===== config.mk =====
export PLATFORM = sky130hd
export DESIGN_NAME = belt_alarm_top
export DESIGN_NICKNAME = d
export VERILOG_FILES = /design/src/rtl/belt_alarm_pkg.sv /design/src/rtl/belt_sec_tick.sv /design/src/rtl/belt_timer_path.sv /design/src/rtl/belt_ctl_fsm.sv /design/src/rtl/belt_alarm_top.sv
export SDC_FILE = /design/constraint.sdc
export NUM_CORES = 1
export LEC_CHECK = 0
export BUFFER_PORTS_ARGS = -buffer_cell sky130_fd_sc_hd__buf_2
export CAP_MARGIN = 0
export CORE_ASPECT_RATIO = 1.4
export CORE_MARGIN = 4
export CORE_UTILIZATION = 65
export DETAILED_ROUTE_END_ITERATION = 8
export HOLD_SLACK_MARGIN = 0.06
export PLACE_DENSITY = 0.93
export SETUP_SLACK_MARGIN = 0.3
export SLEW_MARGIN = 40
export SYNTH_ARGS = -nofsm -noshare
export SYNTH_HDL_FRONTEND = slang
export SYNTH_HIERARCHICAL = 1
export SYNTH_SLANG_ARGS = --single-unit

===== constraint.sdc =====
create_clock -name clk -period 6.3 [get_ports clk]
set_clock_uncertainty 0.2 [all_clocks]
set_input_delay 0 -clock clk [delete_from_list [all_inputs] [get_ports clk]]
set_output_delay 0 -clock clk [all_outputs]
set_load 0.05 [all_outputs]

===== src/rtl/belt_alarm_pkg.sv =====
package belt_alarm_pkg;

  typedef enum logic [1:0] {
    CTL_IDLE  = 2'd0,
    CTL_GRACE = 2'd1,
    CTL_SOUND = 2'd2
  } ctlState_t;

  // Strobes sent from the controller to the timer datapath.
  typedef struct packed {
    logic startTimer;
    logic stopTimer;
  } timerCmd_t;

endpackage


===== src/rtl/belt_sec_tick.sv =====
module belt_sec_tick #(
  parameter int CLKS_PER_SEC = 50_000_000
) (
  input  logic clk,
  input  logic rstN,
  input  logic clear,
  input  logic enable,
  output logic tick
);

  localparam int PRE_W = (CLKS_PER_SEC > 1) ? $clog2(CLKS_PER_SEC) : 1;
  localparam logic [PRE_W-1:0] PRE_LAST = PRE_W'(CLKS_PER_SEC - 1);

  logic [PRE_W-1:0] preCount;

  assign tick = enable && (preCount == PRE_LAST);

  always_ff @(posedge clk or negedge rstN) begin
    if (!rstN) begin
      preCount <= '0;
    end else if (clear) begin
      preCount <= '0;
    end else if (enable) begin
      if (preCount == PRE_LAST) preCount <= '0;
      else                      preCount <= preCount + PRE_W'(1);
    end
  end

  assert_pre_bound_R10: assert property (@(posedge clk) disable iff (!rstN)
    preCount <= PRE_LAST);

  assert_clear_zero_R10: assert property (@(posedge clk) disable iff (!rstN)
    clear |=> (preCount == '0));

endmodule


===== src/rtl/belt_timer_path.sv =====
module belt_timer_path
  import belt_alarm_pkg::*;
#(
  parameter int CLKS_PER_SEC = 50_000_000,
  parameter int GRACE_SECS   = 5,
  parameter int STOP_SECS    = 10
) (
  input  logic      clk,
  input  logic      rstN,
  input  timerCmd_t cmd,
  output logic      graceDone,
  output logic      soundDone
);

  localparam int SEC_W = $clog2(STOP_SECS + 1);
  localparam logic [SEC_W-1:0] GRACE_CNT = SEC_W'(GRACE_SECS);
  localparam logic [SEC_W-1:0] STOP_CNT  = SEC_W'(STOP_SECS);

  logic             running;
  logic             secTick;
  logic [SEC_W-1:0] secCount;
  logic [SEC_W-1:0] secNext;

  assign secNext = secCount + SEC_W'(1);

  belt_sec_tick #(.CLKS_PER_SEC(CLKS_PER_SEC)) u_tick (
    .clk    (clk),
    .rstN   (rstN),
    .clear  (cmd.startTimer),
    .enable (running),
    .tick   (secTick)
  );

  always_ff @(posedge clk or negedge rstN) begin
    if (!rstN) begin
      running   <= 1'b0;
      secCount  <= '0;
      graceDone <= 1'b0;
      soundDone <= 1'b0;
    end else if (cmd.startTimer) begin
      running   <= 1'b1;
      secCount  <= '0;
      graceDone <= 1'b0;
      soundDone <= 1'b0;
    end else if (cmd.stopTimer) begin
      running   <= 1'b0;
      graceDone <= 1'b0;
      soundDone <= 1'b0;
    end else begin
      graceDone <= 1'b0;
      soundDone <= 1'b0;
      if (secTick) begin
        secCount  <= secNext;
        graceDone <= (secNext == GRACE_CNT);
        soundDone <= (secNext == STOP_CNT);
        if (secNext == STOP_CNT) running <= 1'b0;
      end
    end
  end

  assert_count_bound_R6: assert property (@(posedge clk) disable iff (!rstN)
    secCount <= STOP_CNT);

  assert_start_clears_R10: assert property (@(posedge clk) disable iff (!rstN)
    cmd.startTimer |=> (secCount == '0) && !graceDone && !soundDone);

  assert_stop_silences_R11: assert property (@(posedge clk) disable iff (!rstN)
    cmd.stopTimer |=> !graceDone && !soundDone);

  assert_grace_single_R12: assert property (@(posedge clk) disable iff (!rstN)
    graceDone |=> !graceDone);

  assert_sound_single_R12: assert property (@(posedge clk) disable iff (!rstN)
    soundDone |=> !soundDone);

endmodule


===== src/rtl/belt_ctl_fsm.sv =====
module belt_ctl_fsm
  import belt_alarm_pkg::*;
(
  input  logic      clk,
  input  logic      rstN,
  input  logic      keyOn,
  input  logic      keyOff,
  input  logic      beltOn,
  input  logic      graceDone,
  input  logic      soundDone,
  output timerCmd_t cmd,
  output logic      startTimer,
  output logic      alarmOn,
  output logic      alarmOff,
  output logic      beeping
);

  ctlState_t state, nextState;

  always_comb begin
    nextState  = state;
    startTimer = 1'b0;
    alarmOn    = 1'b0;
    alarmOff   = 1'b0;
    cmd        = '0;
    unique case (state)
      CTL_IDLE: begin
        if (keyOn) begin
          nextState      = CTL_GRACE;
          startTimer     = 1'b1;
          cmd.startTimer = 1'b1;
        end
      end
      CTL_GRACE: begin
        if (keyOff || beltOn) begin
          nextState     = CTL_IDLE;
          cmd.stopTimer = 1'b1;
        end else if (graceDone) begin
          nextState = CTL_SOUND;
          alarmOn   = 1'b1;
        end
      end
      CTL_SOUND: begin
        if (beltOn || keyOff || soundDone) begin
          nextState     = CTL_IDLE;
          alarmOff      = 1'b1;
          cmd.stopTimer = 1'b1;
        end
      end
      default: nextState = CTL_IDLE;
    endcase
  end

  always_ff @(posedge clk or negedge rstN) begin
    if (!rstN) state <= CTL_IDLE;
    else       state <= nextState;
  end

  assign beeping = (state == CTL_SOUND);

  assert_one_pulse_R12: assert property (@(posedge clk) disable iff (!rstN)
    $onehot0({startTimer, alarmOn, alarmOff}));

  assert_enter_sound_R9: assert property (@(posedge clk) disable iff (!rstN)
    alarmOn |=> beeping);

  assert_leave_sound_R5: assert property (@(posedge clk) disable iff (!rstN)
    alarmOff |=> !beeping);

  assert_beep_origin_R4: assert property (@(posedge clk) disable iff (!rstN)
    $rose(beeping) |-> $past(alarmOn));

  assert_abort_wins_R8: assert property (@(posedge clk) disable iff (!rstN)
    (keyOff || beltOn) |-> !alarmOn);

  assert_start_leaves_idle_R2: assert property (@(posedge clk) disable iff (!rstN)
    startTimer |=> !startTimer && !beeping);

endmodule


===== src/rtl/belt_alarm_top.sv =====
module belt_alarm_top
  import belt_alarm_pkg::*;
#(
  parameter int CLKS_PER_SEC = 50_000_000,
  parameter int GRACE_SECS   = 5,
  parameter int STOP_SECS    = 10
) (
  input  logic clk,
  input  logic rstN,
  input  logic keyOn,
  input  logic keyOff,
  input  logic beltOn,
  output logic startTimer,
  output logic alarmOn,
  output logic alarmOff,
  output logic beeping
);

  timerCmd_t timerCmd;
  logic      graceDone;
  logic      soundDone;

  belt_ctl_fsm u_ctl (
    .clk        (clk),
    .rstN       (rstN),
    .keyOn      (keyOn),
    .keyOff     (keyOff),
    .beltOn     (beltOn),
    .graceDone  (graceDone),
    .soundDone  (soundDone),
    .cmd        (timerCmd),
    .startTimer (startTimer),
    .alarmOn    (alarmOn),
    .alarmOff   (alarmOff),
    .beeping    (beeping)
  );

  belt_timer_path #(
    .CLKS_PER_SEC (CLKS_PER_SEC),
    .GRACE_SECS   (GRACE_SECS),
    .STOP_SECS    (STOP_SECS)
  ) u_timer (
    .clk       (clk),
    .rstN      (rstN),
    .cmd       (timerCmd),
    .graceDone (graceDone),
    .soundDone (soundDone)
  );

endmodule


Yosys cells after proc, flatten, opt, wreduce, memory -nomap -nowiden

Index checks and enable logic that the tools add are counted.

Bits in latches: 0
Input port bits: 5
Output and inout port bits: 4
RAM bits: 0
Bits in registers: 35
Memory bits (read-only): 0
Memories: 0

Multiply operators: 0
Mux-type cells: 30
Shifts and indexed selects: 0
Reductions and logical operators: 11
Eq/ne operators: 9
Bitwise logic cells: 0
$add $sub $neg: 2
Magnitude comparators: 0
Divide/modulo/power cells: 0

Operators by type and width:

| kind                    | count |
|---|---|
| $mux W26                | 3 |
| $add A26 B1 Y26 const B | 1 |
| $eq A26 B26 Y1 const B  | 1 |
| $mux W1                 | 18 |
| $mux W4                 | 3 |
| $mux W2                 | 4 |
| $pmux W2 S3             | 1 |
| $reduce_bool A3 Y1      | 2 |
| $add A4 B1 Y4 const B   | 1 |
| $eq A4 B3 Y1 const B    | 1 |
| $eq A4 B4 Y1 const B    | 1 |
| $ne A2 B2 Y1 const B    | 2 |
| $reduce_and A2 Y1       | 2 |
| $reduce_bool A2 Y1      | 2 |
| $ne A3 B1 Y1 const B    | 1 |
| $reduce_and A3 Y1       | 1 |
| $eq A2 B1 Y1 const B    | 1 |
| $eq A2 B2 Y1 const B    | 1 |
| $logic_not A2 Y1        | 1 |
| $logic_or A1 B1 Y1      | 2 |
| $ne A2 B1 Y1 const B    | 1 |
| $pmux W1 S2             | 1 |
| $logic_and A1 B1 Y1     | 1 |

Longest topological paths before layout

Gate-level depths: netlist of the first run.

Depth after elaboration: 6
Mapped depth: 9
Gate-level depth less buffers: 7

Hierarchy

The synthesis of the first run kept the hierarchy.

By module, submodules not included:

| module          | cells an instance | seq. area each (sq um) | area each (sq um) | times used |
|---|---|---|---|---|
| belt_sec_tick   | 173               | 650.6                  | 1551.5            | 1 |
| belt_timer_path | 33                | 175.2                  | 362.8             | 1 |
| belt_ctl_fsm    | 24                | 50.0                   | 234.0             | 1 |

Worst setup path before layout of the first run

Ideal clock, no wire load.

Path kind: reg2reg
Start point: register u_ctl.state[0]
End point: register u_timer.u_tick.preCount[21]
Stages on the path, launching flop included: 9
Clock period less this slack: 2.617 ns
Arrival time: 2.339 ns
Setup time: 0.077 ns
Required time: 6.023 ns
Setup slack: 3.683 ns
Cells stage by stage: dfrtp_1 > inv_1 > ha_1 > and2_1 > buf_4 > o21a_1 > nand4_4 > or4_1 > a21oi_1

Longest elaborated chain between the ends: 3
Elaborated cells between the ends (all ways): 4
Classes of those cells: mux (2); reduce/logical (2)

Ends and longest elaborated chain:

| element                                        | line                 | text |
|---|---|---|
| start: declaration                             | belt_ctl_fsm.sv:18   | `ctlState_t state, nextState;` |
| start signal: assignment                       | belt_ctl_fsm.sv:56   | `else state <= nextState;` |
| $logic_not A2 Y1 (*)                           | n/a                  |  |
| $mux W1 (*)                                    | n/a                  |  |
| net startTimer                                 | belt_alarm_top.sv:13 | `output logic startTimer,` |
| $mux W26 or $reduce_bool A2 Y1 (tied branches) | n/a                  |  |
| end signal: assignment                         | belt_sec_tick.sv:25  | `else preCount <= preCount + PRE_W'(1);` |
| end: declaration                               | belt_sec_tick.sv:14  | `logic [PRE_W-1:0] preCount;` |

The timed path passes the listed nets; every way through them passes the cells marked *.
A chain may end at the register's enable or synchronous reset.

Worst setup path in the final report of the first run

Start point: register u_ctl.state[0]
End point: register u_timer.u_tick.preCount[19]

Longest elaborated chain between the ends: 3
Elaborated cells between the ends (all ways): 4
Classes of those cells: mux (2); reduce/logical (2)

Ends and longest elaborated chain:

| element                                        | line               | text |
|---|---|---|
| $logic_not A2 Y1 (*)                           | belt_ctl_fsm.sv:26 | `unique case (state)` |
| $mux W1 (*)                                    | belt_ctl_fsm.sv:26 |  |
| $mux W26 or $reduce_bool A2 Y1 (tied branches) | n/a                |  |

Every way passes the cells marked *; elsewhere a longest branch is shown, timed or not.

==> results.cfg, run 1 <==
[clocking]
tritoncts.num_buffers = 5
cts.path.max_buffers = 2
postCtsSetupRepairBufs = 0
cts.htree.levels = 2
clockRootBuffer = clkbuf_8
cts_tree = done
insertion_delay_ns = 0.28
cts.clk_slew.worst_paths_ns = 0.06
cts_sinks = 35

[final_layout]
syn_to_final_growth_pct = 7.22
n_antenna_cell = 0
final_layout_size_suffix_gt1_frac = 0.0833
final_common_cell = dfrtp_1
final_cell_mix = dfrtp_1, nand2_1, a21oi_1
fin_area_mm2 = 0.00230
net_total_in_the_final_layout = 255
post-route-util = 0.731

[flow_run]
timing.max_cap.violations = 0

[floorplanning]
floorplan.initialDensity = 0.681
num_rows = 24
chipWidth_um = 56.6
core_ar_mm2 = 0.00315
number_of_top_level_pins = 9
fp.dieArea_mm2 = 0.00430
fp.dieH_um = 76.0

[synth]
synthCells = 230
ys.flop_type = dfrtp_1
synth-seq-area-share = 0.408
yosysUniqueCellTypes = 46
synth.avg_cell_area_um2 = 9.34
count_of_warnings_emitted_by_yosys = 6
synth.ff_latch_count = 35
synth.cell_area_mm2 = 0.00215
synth_edf_count = 0
asyncSetResetFlopFracSynth = 1.00
synth_fp_nets = 244

[worst_setup_path]
reg2reg_setup_slack_ns = 3.34
startpoint_type = flop
worst-setup-path-type = flop to flop
worst_setup_path_end_kind = flop
arrival_ns = 2.96
crit_buf_inv = 1
critical_path.top_delay_family = simple AND/OR/NAND/NOR gates
critPathSlowestCell = and2_1
critical_path.cell_chain = inv_1 -> ha_1 -> and2_1 -> o21a_1 -> nand4_4 -> or4_1 -> a21oi_1
cp_max_fo = 23
worstReg2RegEnd = u_timer/u_tick/preCount[19]$_DFFE_PN0P_
r2r.worst_path.cells = 7
critical_path.reg2reg.startpoint = u_ctl/state[0]$_DFFE_PN0P_
cp_data_required_time_ns = 6.31
cpPeakStageDelay_ns = 0.64

[grt]
grt_pass1_wl_mm = 7.96
overflow = 0
antenna_found_initial = 0
first_global_vias = 1743
grt.total_usage = 0.236
grt_start_max_net_pins = 36

[place]
port_buffers = 8
finalWeightedCongestion = 0.853
hpwlAfterDp_mm = 3.12
area_of_placed_instances_mm2 = 0.00219

[sta]
setup_viol = 0
setup_tns_ns = 0
finalMaxSlewViolations = 0
number_of_failing_hold_endpoints_at_the_final_stage = 0
rsz0062_at_grt = false
final_min_period_over_clock_period = 0.469
layout_min_cycle_time_ns = 2.96
timing.slew.headroom = 0.478
timing_worst_slew_pin_value_ns = 0.784
max_freq_mhz = 338

[pwr]
power.density_mw_per_mm2 = 240
max-vdd-ir-drop_v = 0.000208
p_leak_nw = 0.941

[detailed_routing]
routedWlPerCell_um = 16.7
num_vias = 1856
remaining_routing_drc_violations = 0
drt_first_iter_violations = 76
via_per_inst = 6.65
drt_wl_total_mm = 4.65
antenna_left = 0
firstDrtPassIters = 4

[run_status]
outcome = completed

[hold_path]
min_delay_path_depth = 4
hold_startpoint = beltOn
hp-class = input pin to flop
whs_endpoint = u_ctl/state[0]$_DFFE_PN0P_
metal layers:
metal,up-vias,part of all wire,global-route usage
met5,-,0,0
met4,0,0.020,0.102
met3,9,0.041,0.0542
met2,63,0.55,0.417
met1,896,0.39,0.264
li1,888,-,-
flip-flops by register name, indices dropped and copies added, names as in the netlist:
signal	count
u_ctl/state	2
u_timer/soundDone	1
u_timer/u_tick/preCount	26
u_timer/graceDone	1
u_timer/running	1
u_timer/secCount	4
per-stage QoR:
step | hold WS, ns | cells | total power, W | setup slack [ns]
2_1_floorplan | -0.496 | 230 | 0.000374 | 3.68
3_3_place_gp | -0.0953 | 269 | 0.000400 | 3.52
3_5_place_dp | -0.0808 | 269 | 0.000407 | 3.42
4_1_cts | 0.0801 | 278 | 0.000556 | 3.40
5_1_grt | 0.116 | 279 | 0.000590 | 3.18
6_report | 0.0892 | 279 | 0.000553 | 3.34
where the power goes:
group	switching [W]	internal [W]	total (W)	leakage, nW
Combinational	0.0000774	0.0000477	0.000125	0.424
Sequential	0.0000386	0.000245	0.000283	0.479
Clock	0.0000712	0.0000735	0.000145	0.0371
logic make-up after synthesis:
logic type / Yosys count / synth area share
AO/OA/AOI/OAI: 46 / 0.139
adder cells (fa/ha/maj): 9 / 0.0524
flip-flops: 35 / 0.408
buffers and inverters: 18 / 0.0443
multiplexers: 2 / 0.00990
AND/OR/NAND/NOR: 108 / 0.298
XOR/XNOR: 12 / 0.0489
layout make-up:
type,instances,area (um^2)
multi-input cells,177,1190
flip-flops and latches,35,876
fillers,234,850
repair buffers,12,82.6
clock buffers,6,72.6
well taps,39,48.8
inverters,10,37.5
Yosys cell counts, types with 7 or more instances:
cell     count  share of area
dfrtp_1     35           0.41
nand2_1     17          0.030
a21oi_1     16          0.037
nor2_1      14          0.024
nand4_1     12          0.035
nand3_1     11          0.026
inv_1       10          0.017
ha_1         9          0.052
o31ai_1      9          0.031
or4_1        9          0.031
or3_1        8          0.023
o21ai_0      7          0.016
xor2_1       7          0.029
worst register-to-register path: cells and delay by family (launching register included):
| family | cells | cell delay [ns] |
|---|---|---|
| flip-flops | 1 | 0.43 |
| AND/OR/NAND/NOR | 3 | 1.44 |
| AO/OA/AOI/OAI | 2 | 0.53 |
| adder cells (fa/ha/maj) | 1 | 0.17 |
| buffers and inverters | 1 | 0.13 |
worst max path at each step:
stage               slack [ns]  cells past startpoint                                      end                        from
floorplan                 3.68                      8  u_timer/u_tick/preCount[21]$_DFFE_PN0P_  u_ctl/state[0]$_DFFE_PN0P_
detailed placement        3.42                      7  u_timer/u_tick/preCount[23]$_DFFE_PN0P_  u_ctl/state[0]$_DFFE_PN0P_
CTS                       3.40                      7  u_timer/u_tick/preCount[23]$_DFFE_PN0P_  u_ctl/state[1]$_DFFE_PN0P_
finish                    3.34                      7  u_timer/u_tick/preCount[19]$_DFFE_PN0P_  u_ctl/state[0]$_DFFE_PN0P_
global route              3.18                      7  u_timer/u_tick/preCount[25]$_DFFE_PN0P_  u_ctl/state[0]$_DFFE_PN0P_
global placement          3.52                      7  u_timer/u_tick/preCount[19]$_DFFE_PN0P_  u_ctl/state[0]$_DFFE_PN0P_
timing repair:
item,4_1_cts,5_1_grt
resized for setup,0,0
hold buffers,3,1
hold endpoints to repair,37,35
(Power assumes the default switching activity.)
==> run 2, diff against run 1 <==
- CORE_UTILIZATION: 65 -> 61
- PLACE_DENSITY: 0.93 -> 0.89
- clock period: 6.3 -> 2.8 ns (I/O delays scaled with it)
==> run 2 against run 1 <==
Non-clock buffer count increased by 7. Sequential power increased by 120%. Hold slack improved by 0.011 ns. Setup slack got worse by 2.9 ns. Maximum frequency increased by 24%. Utilization decreased by 3.1 points. Cell area increased by 2.7%. Largest power group unchanged.
==> results.cfg, run 2 (synthesized netlist as in run 1, its figures left out) <==
[run_status]
outcome = completed

[final_layout]
max_flop_register = u_timer/u_tick/preCount
syn_to_final_growth_pct = 10.1
final_common_cell = dfrtp_1
register_area_um2 = 876
net_total_in_the_final_layout = 262
biggestRegsByFlops = u_timer/u_tick/preCount: 26 flops, u_timer/secCount: 4 flops, u_ctl/state: 2 flops
post-route-util = 0.700
final_layout_size_suffix_gt1_frac = 0.120
largest_register_ff_count = 26
final_cell_mix = dfrtp_1, nand2_1, a21oi_1
n_antenna_cell = 0
final_layout_fill_cell_count = 255
multi_input_logic_area_mm2 = 0.00118

[grt]
grt_start_max_net_pins = 36
grt_pass1_wl_mm = 8.47
grt.total_usage = 0.241
first_global_vias = 1931
overflow = 0
antenna_found_initial = 0

[worst_setup_path]
startpoint_type = flop
cp_data_required_time_ns = 2.77
worst_setup_path_end_kind = flop
cp_max_fo = 5
worst-setup-path-type = flop to flop
arrival_ns = 2.35

[pwr]
p_seq_frac = 0.496
p_leak_nw = 0.980
p_int_w = 0.000843
power.net_switching_w = 0.000439
share_comb_of_total_power = 0.231
total_power_w = 0.00128
switching_share = 0.342
share_of_total_power_in_the_clock_network = 0.272
max-vdd-ir-drop_v = 0.000576
power.density_mw_per_mm2 = 542

[floorplanning]
chipWidth_um = 58.2
core_ar_mm2 = 0.00338
floorplan.initialDensity = 0.636
fp.dieArea_mm2 = 0.00455
number_of_top_level_pins = 9
fp.dieH_um = 78.2
num_rows = 25

[sta]
max_freq_mhz = 420
final_min_period_over_clock_period = 0.850
timing_worst_slew_pin_value_ns = 0.505
number_of_failing_hold_endpoints_at_the_final_stage = 0
setup_viol = 0
timing.slew.headroom = 0.661
setup_tns_ns = 0
rsz0062_at_grt = false
layout_min_cycle_time_ns = 2.38
finalMaxSlewViolations = 0

[clocking]
cts_sinks = 35
cts.clk_slew.worst_paths_ns = 0.07
cts_tree = done
cts.path.max_buffers = 2
tritoncts.num_buffers = 5
clockRootBuffer = clkbuf_8
cts.htree.levels = 2
insertion_delay_ns = 0.29

[detailed_routing]
via_per_inst = 6.50
firstDrtPassIters = 4
num_vias = 1878
remaining_routing_drc_violations = 0
drt_wl_total_mm = 4.76
antenna_left = 0
routedWlPerCell_um = 16.5
drt_first_iter_violations = 103

[place]
port_buffers = 8
hpwlAfterDp_mm = 3.30
finalWeightedCongestion = 0.815

[hold_path]
hp-class = input pin to flop

[flow_run]
timing.max_cap.violations = 0
==> run 2: cell types whose count changed in the layout (fill, tap and decap cells not counted) <==
cell,delta
clkbuf_1,+1
nor4_2,+1
and2_2,+1
and2_1,-1
clkinv_2,+1
o31ai_2,+1
buf_4,+7
nor4_1,-1
o31ai_4,-1
==> run 2: routing by layer <==
metal  wire, um  global-route usage  up-vias
met5          0                   0        -
met4        157               0.130        0
met3        147              0.0477       16
met2       2660               0.434       45
met1       1790               0.253      920
li1           -                   -      897
==> run 2: area by class of cell <==
type                    instances  share of cell area
clock buffers                   7              0.0323
clock inverters                 1             0.00212
inverters                      10              0.0159
multi-input cells             177               0.501
flip-flops and latches         35               0.370
well taps                      40              0.0212
repair buffers                 19              0.0571
==> run 2: power by group through the flow <==
| stage | Sequential, W | Combinational [W] | Clock [W] |
|---|---|---|---|
| after floorplan | 0.000607 | 0.000235 | 0 |
| after global placement | 0.000641 | 0.000279 | 0 |
| after detailed placement | 0.000642 | 0.000288 | 0 |
| after CTS | 0.000633 | 0.000292 | 0.000357 |
| after global routing | 0.000644 | 0.000337 | 0.000381 |
| final | 0.000636 | 0.000296 | 0.000349 |
==> run 2: worst paths after layout <==
path / endpoint / startpoint / cells past startpoint / slack (ns)
max: u_ctl/state[1]$_DFFE_PN0P_ / u_ctl/state[0]$_DFFE_PN0P_ / 6 / 0.42
min: u_ctl/state[0]$_DFFE_PN0P_ / keyOff / 4 / 0.1
max reg2reg: u_ctl/state[1]$_DFFE_PN0P_ / u_ctl/state[0]$_DFFE_PN0P_ / 6 / 0.42
min reg2reg: u_ctl/state[0]$_DFFE_PN0P_ / u_ctl/state[0]$_DFFE_PN0P_ / 1 / 0.37
max in group asynchronous: u_timer/u_tick/preCount[3]$_DFFE_PN0P_ / rstN / 3 / 1.55
min in group asynchronous: u_timer/u_tick/preCount[20]$_DFFE_PN0P_ / rstN / 3 / 0.53
==> run 2: critical path, cell delays in order, from the launching register on <==
cell           delay, ns
dfrtp_1             0.41
inv_1               0.13
ha_1                0.23
or4b_4              0.50
a31oi_1             0.18
a31oi_1             0.05
dlygate4sd3_1       0.57
==> run 2: through the flow <==
stage               worst slack [ns]  cells  instance area (um^2)  hold slack, ns
CTS                            0.309    285                  2320          0.0851
floorplan                      0.358    230                  2150          -0.496
global placement               0.369    274                  2210         -0.0865
finish                         0.421    289                  2360          0.0997
detailed placement             0.330    274                  2210         -0.0813
global route                   0.309    289                  2360           0.137
==> run 2: timing repair <==
action / CTS / global route
resized for setup: 0 / 1
endpoints found under the hold margin: 37 / 35
hold buffers: 3 / 1
setup buffers: 0 / 3
endpoints found under the setup margin: 0 / 9
